$ cat src/rtl/gsr_pkg.sv
`timescale 1ns/1ps
package gsr_pkg;
  typedef enum logic [1:0] {
    PH_CFG   = 2'd0,
    PH_START = 2'd1,
    PH_USER  = 2'd2
  } gsr_phase_e;

  typedef enum logic [1:0] {
    SRC_OFF    = 2'd0,
    SRC_PAD    = 2'd1,
    SRC_CORNER = 2'd2,
    SRC_RSVD   = 2'd3
  } gsr_src_e;
endpackage

$ cat src/rtl/gsr_sync.sv
`timescale 1ns/1ps
module gsr_sync #(
  parameter int    STAGES  = 2,
  parameter logic  RST_VAL = 1'b1
) (
  input  logic clk,
  input  logic por_n,
  input  logic d_async,
  output logic q_sync
);
  logic [STAGES-1:0] chain;

  always_ff @(posedge clk or negedge por_n) begin
    if (!por_n) chain <= {STAGES{RST_VAL}};
    else        chain <= {chain[STAGES-2:0], d_async};
  end

  assign q_sync = chain[STAGES-1];

  AST_SYNC_SHIFT: assert property (@(posedge clk) disable iff (!por_n)
    chain[STAGES-1] == $past(chain[STAGES-2]));
endmodule

$ cat src/rtl/gsr_seq.sv
`timescale 1ns/1ps
module gsr_seq
  import gsr_pkg::*;
#(
  parameter int STEP_W = 2
) (
  input  logic              clk,
  input  logic              por_n,
  input  logic              cfg_done,
  input  logic [STEP_W-1:0] rel_step,
  output gsr_phase_e        phase,
  output logic              in_user
);
  logic [STEP_W-1:0] step_cnt;

  always_ff @(posedge clk or negedge por_n) begin
    if (!por_n) begin
      phase    <= PH_CFG;
      step_cnt <= '0;
    end else begin
      unique case (phase)
        PH_CFG: begin
          step_cnt <= '0;
          if (cfg_done) phase <= PH_START;
        end
        PH_START: begin
          if (step_cnt == rel_step) phase <= PH_USER;
          else                      step_cnt <= step_cnt + 1'b1;
        end
        default: phase <= PH_USER;
      endcase
    end
  end

  assign in_user = (phase == PH_USER);

  AST_CNT_BOUND: assert property (@(posedge clk) disable iff (!por_n)
    (phase == PH_START) |-> (step_cnt <= rel_step));
  AST_CFG_HOLD: assert property (@(posedge clk) disable iff (!por_n)
    (phase == PH_CFG && !cfg_done) |=> (phase == PH_CFG));
  AST_USER_STICKY: assert property (@(posedge clk) disable iff (!por_n)
    (phase == PH_USER) |=> (phase == PH_USER));
endmodule

$ cat src/rtl/gsr_src.sv
`timescale 1ns/1ps
module gsr_src
  import gsr_pkg::*;
(
  input  logic [1:0] src_sel,
  input  logic       pol_inv,
  input  logic       pad_lvl,
  input  logic       corner_sig,
  output logic       user_act
);
  logic lvl;
  logic has_src;

  always_comb begin
    unique case (gsr_src_e'(src_sel))
      SRC_PAD:    begin lvl = pad_lvl;    has_src = 1'b1; end
      SRC_CORNER: begin lvl = corner_sig; has_src = 1'b1; end
      default:    begin lvl = 1'b1;       has_src = 1'b0; end
    endcase
    user_act = has_src & (pol_inv ? lvl : ~lvl);
  end
endmodule

$ cat src/rtl/gsr_cell.sv
`timescale 1ns/1ps
module gsr_cell (
  input  logic clk,
  input  logic por_n,
  input  logic gsr_act,
  input  logic in_user,
  input  logic en,
  input  logic set_mode,
  output logic set_o,
  output logic rst_o
);
  logic hit;

  assign hit   = gsr_act & (~in_user | en);
  assign set_o = hit &  set_mode;
  assign rst_o = hit & ~set_mode;

  AST_SET_RST_EXCL: assert property (@(posedge clk) disable iff (!por_n)
    !(set_o && rst_o));
  AST_CFG_REACH: assert property (@(posedge clk) disable iff (!por_n)
    (!in_user && gsr_act) |-> (set_o || rst_o));
endmodule

$ cat src/rtl/gsr_ctrl.sv
`timescale 1ns/1ps
module gsr_ctrl
  import gsr_pkg::*;
#(
  parameter int NCELL  = 4,
  parameter int STEP_W = 2,
  parameter int SYNC_N = 2
) (
  input  logic              clk,
  input  logic              por_n,
  input  logic              cfg_active,
  input  logic              cfg_done,
  input  logic              rst_pad_n,
  input  logic              corner_sig,
  input  logic [1:0]        src_sel,
  input  logic              pol_inv,
  input  logic [STEP_W-1:0] rel_step,
  input  logic [NCELL-1:0]  cell_gsr_en,
  input  logic [NCELL-1:0]  cell_set_mode,
  output logic [NCELL-1:0]  cell_set_o,
  output logic [NCELL-1:0]  cell_rst_o,
  output logic              cfg_abort
);
  gsr_phase_e phase;
  logic       in_user;
  logic       pad_q;
  logic       user_act;
  logic       gsr_act;

  gsr_sync #(.STAGES(SYNC_N), .RST_VAL(1'b1)) u_pad_sync (
    .clk(clk), .por_n(por_n), .d_async(rst_pad_n), .q_sync(pad_q)
  );

  gsr_seq #(.STEP_W(STEP_W)) u_seq (
    .clk(clk), .por_n(por_n), .cfg_done(cfg_done), .rel_step(rel_step),
    .phase(phase), .in_user(in_user)
  );

  gsr_src u_src (
    .src_sel(src_sel), .pol_inv(pol_inv), .pad_lvl(pad_q),
    .corner_sig(corner_sig), .user_act(user_act)
  );

  assign gsr_act   = ~in_user | user_act;
  assign cfg_abort = (phase == PH_CFG) & cfg_active & ~pad_q;

  for (genvar i = 0; i < NCELL; i++) begin : g_cell
    gsr_cell u_cell (
      .clk(clk), .por_n(por_n), .gsr_act(gsr_act), .in_user(in_user),
      .en(cell_gsr_en[i]), .set_mode(cell_set_mode[i]),
      .set_o(cell_set_o[i]), .rst_o(cell_rst_o[i])
    );
  end

  AST_PRE_USER_ACTIVE: assert property (@(posedge clk) disable iff (!por_n)
    !in_user |-> ((cell_set_o | cell_rst_o) == {NCELL{1'b1}}));
  AST_ABORT_CFG_ONLY: assert property (@(posedge clk) disable iff (!por_n)
    cfg_abort |-> (phase == PH_CFG && cfg_active));
  AST_NO_ABORT_USER: assert property (@(posedge clk) disable iff (!por_n)
    in_user |-> !cfg_abort);
endmodule

$ cat config.mk
export PLATFORM = sky130hd
export DESIGN_NAME = gsr_ctrl
export DESIGN_NICKNAME = d
export VERILOG_FILES = /design/src/rtl/gsr_pkg.sv /design/src/rtl/gsr_sync.sv /design/src/rtl/gsr_seq.sv /design/src/rtl/gsr_src.sv /design/src/rtl/gsr_cell.sv /design/src/rtl/gsr_ctrl.sv
export SDC_FILE = /design/constraint.sdc
export NUM_CORES = 1
export LEC_CHECK = 0
export BUFFER_PORTS_ARGS = -buffer_cell sky130_fd_sc_hd__buf_2
export CAP_MARGIN = 15
export CORE_MARGIN = 4
export CORE_UTILIZATION = 46
export CTS_CLUSTER_DIAMETER = 60
export DETAILED_ROUTE_END_ITERATION = 10
export PLACE_DENSITY_LB_ADDON = 0.25
export SLEW_MARGIN = 25
export SYNTH_ARGS = -nofsm -noshare
export SYNTH_HDL_FRONTEND = slang
export SYNTH_SLANG_ARGS = --single-unit
$ cat constraint.sdc
create_clock -name clk -period 1.9 [get_ports clk]
set_clock_uncertainty 0.1 [all_clocks]
set_input_delay 0.285 -clock clk [delete_from_list [all_inputs] [get_ports clk]]
set_output_delay 0.285 -clock clk [all_outputs]
set_load 0.02 [all_outputs]
======== Word level (Yosys, flattened, before mapping) ========
Index checks and enable logic that the tools add are counted.
storage, ports and cells
  bits of input ports ..................... 19
  word-level logic and storage cells ...... 52
  register bits ........................... 6
cells by class
  equality and inequality tests ........... 8
  muxes and demuxes ....................... 8
  reductions and logical operators ........ 5
  bitwise operators ....................... 27
  add/sub/neg operators ................... 1
operators with widths
  cell                 number
  $and 1x1->1          15
  $pmux 2 s2           2
  $not 1->1            7
  $mux 2               3
  $or 1x1->1           5
  $eq 2x1->1 const B   2
  $eq 2x2->1 const B   2
  $ne 2x2->1 const B   2
  $reduce_and 2->1     2
  $add 2x1->2 const B  1
  $eq 2x2->1           1
  $logic_not 2->1      1
  $mux 1               2
  $ne 2x1->1 const B   1
  $pmux 1 s2           1
  $reduce_bool 2->1    1
  $reduce_or 2->1      1

======== Depth between registers and ports, before layout ========
Gate-level depths: netlist of the first run.
  word-level depth ........................ 8
  mapped depth ............................ 7
  mapped depth without buffers ............ 5

======== Cells and area by module ========
From an unflattened synthesis of the first run, not the netlist that was laid out.
unflattened totals
  cells, all modules ...................... 44
  area total of the unflattened synthesis .. 430.4 um^2
by module, submodules not included
  module    cells each  area each (um^2)  times used
  gsr_seq   20          205.2             1
  gsr_cell  3           21.3              4
  gsr_src   8           66.3              1
  gsr_sync  2           52.6              1
  gsr_ctrl  2           21.3              1

======== Worst setup path before layout of the first run ========
OpenSTA, ideal clock, no wires.
  kind .................................... input to output
  start ................................... input src_sel[0]
  end ..................................... output cell_rst_o[0]
  required time ........................... 1515 ps
  slack ................................... 113 ps
  stages .................................. 6
  path buffers ............................ 2
  data arrival time ....................... 1402 ps
  cell sequence ........................... inv_1 > ha_1 > buf_2 > nor4b_1 > a221o_1 > buf_4
between the ends
  longest elaborated chain between the ends .. 8
  elaborated cells between the ends (all ways) .. 11
ends and longest elaborated chain
  item                                      line            RTL
  start, declared                           gsr_ctrl.sv:15  input logic [1:0] src_sel,
  $eq 2x2->1 or $eq 2x1->1 (tied branches)  gsr_src.sv:15   unique case (gsr_src_e'(src_sel))
  $pmux 1 s2                                gsr_src.sv:15
  $not 1->1                                 gsr_src.sv:20   user_act = has_src & (pol_inv ? lvl : ~lvl);
  $mux 1                                    gsr_src.sv:20
  $and 1x1->1 (*)                           gsr_src.sv:20
  $or 1x1->1 (*)                            gsr_ctrl.sv:44  assign gsr_act = ~in_user | user_act;
  $and 1x1->1 (*)                           gsr_cell.sv:14  assign hit = gsr_act & (~in_user | en);
  $and 1x1->1 (*)                           gsr_cell.sv:16  assign rst_o = hit & ~set_mode;
  end, declared                             gsr_ctrl.sv:21  output logic [NCELL-1:0] cell_rst_o,
Mark *: on every way between the ends. The rest lies on a longest branch, timed or not.

======== Final worst setup path of the first run ========
  start ................................... register u_pad_sync.chain[1]
  end ..................................... output cell_rst_o[3]
between the ends
  longest elaborated chain between the ends .. 7
ends and longest elaborated chain
  item                    line            RTL
  start, declared         gsr_sync.sv:11  logic [STAGES-1:0] chain;
  start signal, assigned  gsr_sync.sv:14  if (!por_n) chain <= {STAGES{RST_VAL}};
  start signal, assigned  gsr_sync.sv:15  else chain <= {chain[STAGES-2:0], d_async};
  $pmux 1 s2 (*)          gsr_src.sv:15
  $not 1->1               gsr_src.sv:20
  $mux 1 (*)              gsr_src.sv:20
  $and 1x1->1 (*)         gsr_src.sv:20
  $or 1x1->1 (*)          gsr_ctrl.sv:44
  $and 1x1->1 (*)         gsr_cell.sv:14
  $and 1x1->1 (*)         gsr_cell.sv:16
Marked as above.

==> results of run 1 <==
worst min path at each step:
stage / to / depth (start not counted) / slack (ps)
final: u_pad_sync.chain[0] / 1 / 40
after global placement: u_seq.phase[0] / 1 / 8
after CTS: u_pad_sync.chain[0] / 1 / 40
after detailed placement: u_seq.phase[0] / 1 / 8
after floorplan: u_seq.phase[0] / 0 / -110
after global routing: u_pad_sync.chain[0] / 1 / 30
worst max-delay path: stages, from the launching register on:
cell and delay (ps):
dfstp_2 370, a22oi_4 230, clkbuf_16 210, nor2_2 40
a221o_2 320, buf_6 140
Yosys cell counts, drive strengths merged:
cell     count  area share
nand2b       1      0.0094
xnor2        2       0.026
nor2         6       0.034
buf         11        0.13
mux2i        1       0.015
a31o         1       0.013
o31ai        1       0.011
a221o        9        0.15
ha           2       0.037
nor4b        9        0.12
nor4         1      0.0094
nand2        8       0.045
nand4bb      4       0.067
nor3         4       0.030
a21oi        1      0.0075
inv          8       0.045
dfstp        2       0.079
dfrtp        4        0.15
a22oi        1       0.032
what timing repair did:
action	in CTS	in global routing
hold buffers	1	0
resized for setup	15	17
cloned	0	1
pin swaps	0	5
endpoints found under the setup margin	8	8
endpoints found under the hold margin	6	0
buffers inserted	0	1
state kept, by name, summed over array words and instances (netlist names):
| register | flops |
|---|---|
| u_seq.step_cnt | 2 |
| u_seq.phase | 2 |
| u_pad_sync.chain | 2 |
power breakdown:
group / internal (mW) / total [mW] / switching, mW / leakage [nW]
clock: 0.0798 / 0.131 / 0.0510 / 0.0150
combinational: 0.211 / 0.413 / 0.202 / 0.352
sequential: 0.156 / 0.191 / 0.0358 / 0.0719
per-stage QoR:
stage | setup WS [ps] | utilization | TNS [ps] | area, um^2
after CTS | -5.887 | 0.6482 | -5.887 | 864.6
after floorplan | 113.2 | - | 0 | 668.1
after global routing | -90.83 | 0.7280 | -498.6 | 970.9
after detailed placement | -113.0 | 0.5685 | -691.1 | 758.2
final | -49.79 | 0.7280 | -111.5 | 970.9
after global placement | -86.85 | 0.5685 | -465.9 | 758.2
per-layer routing:
layer	vias to the layer above	wire length [um]	global-route usage
li1	328	-	-
met1	324	664	0.1758
met2	30	828	0.2527
met3	5	127	0.01172
met4	0	44	0.08523
met5	-	0	0
area by class of cell:
cell class | count | area share
timing repair buffer | 31 | 0.2552
clock buffer | 4 | 0.02706
multi-input combinational | 51 | 0.5103
inverter | 8 | 0.03093
sequential | 6 | 0.1572
tap | 15 | 0.01933
cells in the final DEF (no fill, tap or decap), types with 2 or more instances in the layout:
cell type / Yosys / layout
a221o_2: 6 / 6
xnor2_1: 2 / 2
nor4b_1: 9 / 4
nand2_1: 8 / 7
buf_6: 1 / 8
nor3_1: 4 / 4
inv_1: 8 / 8
clkbuf_4: 0 / 3
nor2_1: 6 / 4
nand4bb_1: 4 / 4
dfrtp_1: 4 / 4
dfstp_2: 2 / 2
nor4b_4: 0 / 4
a221o_1: 3 / 3
buf_2: 1 / 19
cells by family after synthesis:
logic type                 count (synthesis)  share of synthesized area
muxes                                      1                    0.01498
buffers and inverters                     19                     0.1704
xor gates and xnor gates                   2                    0.02622
DFF                                        6                     0.2285
AOI/OAI and AO/OA                         13                     0.2097
adders and majority gates                  2                    0.03745
and+or+nand+nor                           33                     0.3127
==> run summary, run 1 <==
Post-Syn Area per Cell: 8.791 um^2
Fin cells: 115
Run status: complete, but fails checks
Max-cap violations: 0
Rel. slew slack: 0.8126
Largest net degree at the start of global routing: 17
Crit path launch: u_pad_sync.chain[1]
DRC: 0
Area Growth Syn to Fin: 45.32%
Die height: 46.11 um
Clk_lat worst skew: 250 ps
Register Area: 152.6 um^2
Synth cell types: 22
Rows: 13
CTS tree: built
Leakage power: 0.4389 nW
WL/cell: 14.47 um
Fmax: 512.9 MHz
Antenna Cells: 0
Die footprint: 0.002126 mm^2
Sequential share of the synthesized area: 0.2285
Crit path to: cell_rst_o[3]
Final GP Congestion: 0.7125
CP Capture Type: output pin
Tot Pwr: 735.1 uW
Synth warnings: 0
Total Routing Usage GR: 0.1470
Initial antenna violation count: 0
Area of the multi-input gates: 495.5 um^2
Setup crit start kind: register
Reg-to-reg endpoint: u_seq.step_cnt[0]
# H-tree levels: 1
Pins Over Slew Limit: 0
Critical Path RT: 1510 ps
# IOs: 28
Port Buffers: 27
Minimum clock period: 1950 ps
Worst-margin pin slew: 277.2 ps
Total Routed Length: 1664 um
Post-route ant nets: 0
DP Cell Count: 108
Syn Std Cell Area: 668.1 um^2
CTS sink cnt: 6
DRT iter0 DRCs: 13
RSZ-0062 raised after global routing: yes
R2R Setup Slk: 710 ps
Kind of critical path: reg2out
Failing checks: negative setup slack
Worst-path fanout max: 8
Power Density: 757.2 mW/mm^2
DR vias/cell: 5.974
Pre-antenna DRT Iters: 4
Hold Fails Final Rpt: 0
Number of global-route vias before repair: 565
Core ar.: 0.001334 mm^2
Global-route wire length before repair: 2304 um
Synth Instances: 76
Syn nets: 97
Setup violators final: 7
Layout cells sized above 1: 0.5300
Fin nets: 122
Max clock buf depth: 2
R2r startpoint: u_seq.step_cnt[1]
Final HPWL DP: 1002 um
#FFs+latches synth: 6
Final WS setup: -49.79 ps
HP Class: in2reg
R2R depth: 3
Share of the clock period used by the worst path: 1.026
Die width: 46.11 um
Clock root buffer: clkbuf_4
Crit path DAT: 1560 ps
Hold Slack: 37.95 ps
CTS Buf Count: 3
Worst-path clk slew: 40 ps
VDD IR max: 0.0005670 V
GRT overflow: 0
Worst hold path startpoint: rst_pad_n
Via count: 687
Filler Cell Count: 103
Initial core utilization: 0.5009
Note: power is estimated with default switching activity, not from simulation.
==> run 2, diff against run 1 <==
Clock period 1.9 ns to 2.2 ns, I/O delays scaled along.
==> run summary, run 2 (synthesis results as in run 1) <==
Run status: completed (was complete, but fails checks)
Share of the clock period used by the worst path: 0.9235
Pre-antenna DRT Iters: 4 (unchanged)
DR vias/cell: 5.611 (was 5.974)
RSZ-0062 raised after global routing: no (was yes)
Initial core utilization: 0.5009 (unchanged)
Critical Path RT: 1770 ps (was 1510 ps)
Post-DP Area: 745.7 um^2 (was 758.2 um^2)
WL/cell: 12.50 um (was 14.47 um)
Fin cells: 113 (was 115)
CP Capture Type: output pin (unchanged)
Fmax: 492.2 MHz
Minimum clock period: 2032 ps
Total Routing Usage GR: 0.1492 (was 0.1470)
Setup crit start kind: register (unchanged)
DRC: 0 (unchanged)
Area of the multi-input gates: 410.4 um^2 (was 495.5 um^2)
Die height: 46.11 um (unchanged)
Worst hold path startpoint: rst_pad_n (unchanged)
Post-route ant nets: 0 (unchanged)
Max clock buf depth: 2 (unchanged)
Initial antenna violation count: 0 (unchanged)
Kind of critical path: reg2out (unchanged)
Antenna Cells: 0 (unchanged)
DRT iter0 DRCs: 10 (was 13)
Top flop regs: u_pad_sync.chain x2, u_seq.phase x2, u_seq.step_cnt x2 (unchanged)
CTS Buf Count: 3 (unchanged)
Layout cells sized above 1: 0.4388 (was 0.5300)
Die footprint: 0.002126 mm^2 (unchanged)
Final non-filler cell area: 790.8 um^2 (was 970.9 um^2)
Number of global-route vias before repair: 588 (was 565)
DP Cell Count: 108 (unchanged)
Hold endpoint: u_pad_sync.chain[0] (unchanged)
Worst Hold Path Cells: 1 (unchanged)
CTS tree: built (unchanged)
Filler Cell Count: 147 (was 103)
Final HPWL DP: 1078 um (was 1002 um)
Crit path DAT: 1600 ps (was 1560 ps)
R2R depth: 3 (unchanged)
Crit path launch: u_seq.phase[0] (was u_pad_sync.chain[1])
Power Density: 694.9 mW/mm^2 (was 757.2 mW/mm^2)
Rows: 13 (unchanged)
Clock root buffer: clkbuf_4 (unchanged)
Hold Fails Final Rpt: 0 (unchanged)
Post-Place Worst Slack: 69.70 ps (was -113.0 ps)
Leakage power: 0.3764 nW (was 0.4389 nW)
Via count: 634 (was 687)
Tot Pwr: 549.5 uW (was 735.1 uW)
Pins Over Slew Limit: 0 (unchanged)
Max-cap violations: 0 (unchanged)
Most common cell after layout, fill and taps aside: buf_2 (unchanged)
Rel. slew slack: 0.7354 (was 0.8126)
Worst-path clk slew: 60 ps (was 40 ps)
Area Growth Syn to Fin: 18.35% (was 45.32%)
Core ar.: 0.001334 mm^2 (unchanged)
# H-tree levels: 1 (unchanged)
Global-route wire length before repair: 2325 um (was 2304 um)
Register Area: 152.6 um^2 (unchanged)
Worst-margin pin slew: 396.9 ps (was 277.2 ps)
Largest net degree at the start of global routing: 17 (unchanged)
Reg-to-reg endpoint: u_seq.step_cnt[0] (unchanged)
Port Buffers: 27 (unchanged)
Setup TNS: 0 ps (was -111.5 ps)
Total Routed Length: 1412 um (was 1664 um)
Final WS setup: 168.3 ps (was -49.79 ps)
Setup bufs post-CTS: 0 (unchanged)
Fin nets: 120 (was 122)
Worst-path fanout max: 8 (unchanged)
CTS sink cnt: 6 (unchanged)
Setup violators final: 0 (was 7)
HP Class: in2reg (unchanged)
GRT overflow: 0 (unchanged)
R2r startpoint: u_seq.step_cnt[1] (unchanged)
Clk_lat worst skew: 250 ps (about the same)
Commonest non-fill, non-tap cells in the layout: buf_2 (27), inv_1 (8), nand2_1 (8), nor4b_1 (8) (was buf_2 (19), inv_1 (8), buf_6 (8), nand2_1 (7), a221o_2 (6))
Die width: 46.11 um (unchanged)
VDD IR max: 0.0004933 V (was 0.0005670 V)
# IOs: 28 (unchanged)
Final GP Congestion: 0.7156 (was 0.7125)
R2R Setup Slk: 960 ps (was 710 ps)
[run 2: cell types whose count changed in the layout (fill, tap and decap cells not counted), sizes merged]
| cell | delta |
|---|---|
| buf | -1 |
| clkbuf | -1 |
[run 2: stage by stage]
step           hold WS (ps)  utilization
5_1_grt               76.77       0.5929
3_5_place_dp          61.69       0.5591
6_report              83.94       0.5929
4_1_cts               76.88       0.5863
2_1_floorplan        -65.59            -
3_3_place_gp          53.64       0.5591
[run 2: final cells by class]
class,instances,share of cell area
clock buffers,4,0.03323
inverters,8,0.03797
multi-input cells,51,0.5190
flip-flops and latches,6,0.1930
well taps,15,0.02373
repair buffers,29,0.1930
[run 2: metal layers]
metal / track usage / wire [um]
met1: 0.1564 / 572
met2: 0.2830 / 709
met3: 0.01172 / 101
met4: 0.08523 / 29
met5: 0 / 0
[run 2: critical path, stage by stage, from the launching register on]
cell     delay [ps]
dfrtp_1         430
inv_1           110
nand2_1         200
a221o_2         440
buf_2           160
[run 2: timing repair]
| action | 4_1_cts | 5_1_grt |
|---|---|---|
| endpoints found under the hold margin | 6 | 0 |
| hold buffers | 1 | 0 |
| gates resized for setup | 0 | 2 |
| endpoints found under the setup margin | 0 | 4 |
[run 2: how the worst max path moves through the flow]
stage / to / cells past startpoint / slack, ps
2_1_floorplan: cell_rst_o[0] / 6 / 320
3_3_place_gp: cell_rst_o[3] / 7 / 110
3_5_place_dp: cell_rst_o[3] / 7 / 70
4_1_cts: cell_rst_o[3] / 7 / 60
5_1_grt: cell_set_o[1] / 7 / 50
6_report: cell_set_o[3] / 4 / 170
[run 2: power breakdown]
part	internal (mW)	leakage (nW)	switching, mW	total, mW
Combinational	0.121	0.290	0.150	0.271
Clock	0.0691	0.0150	0.0458	0.115
Sequential	0.134	0.0719	0.0296	0.164
Total	0.325	0.376	0.225	0.550
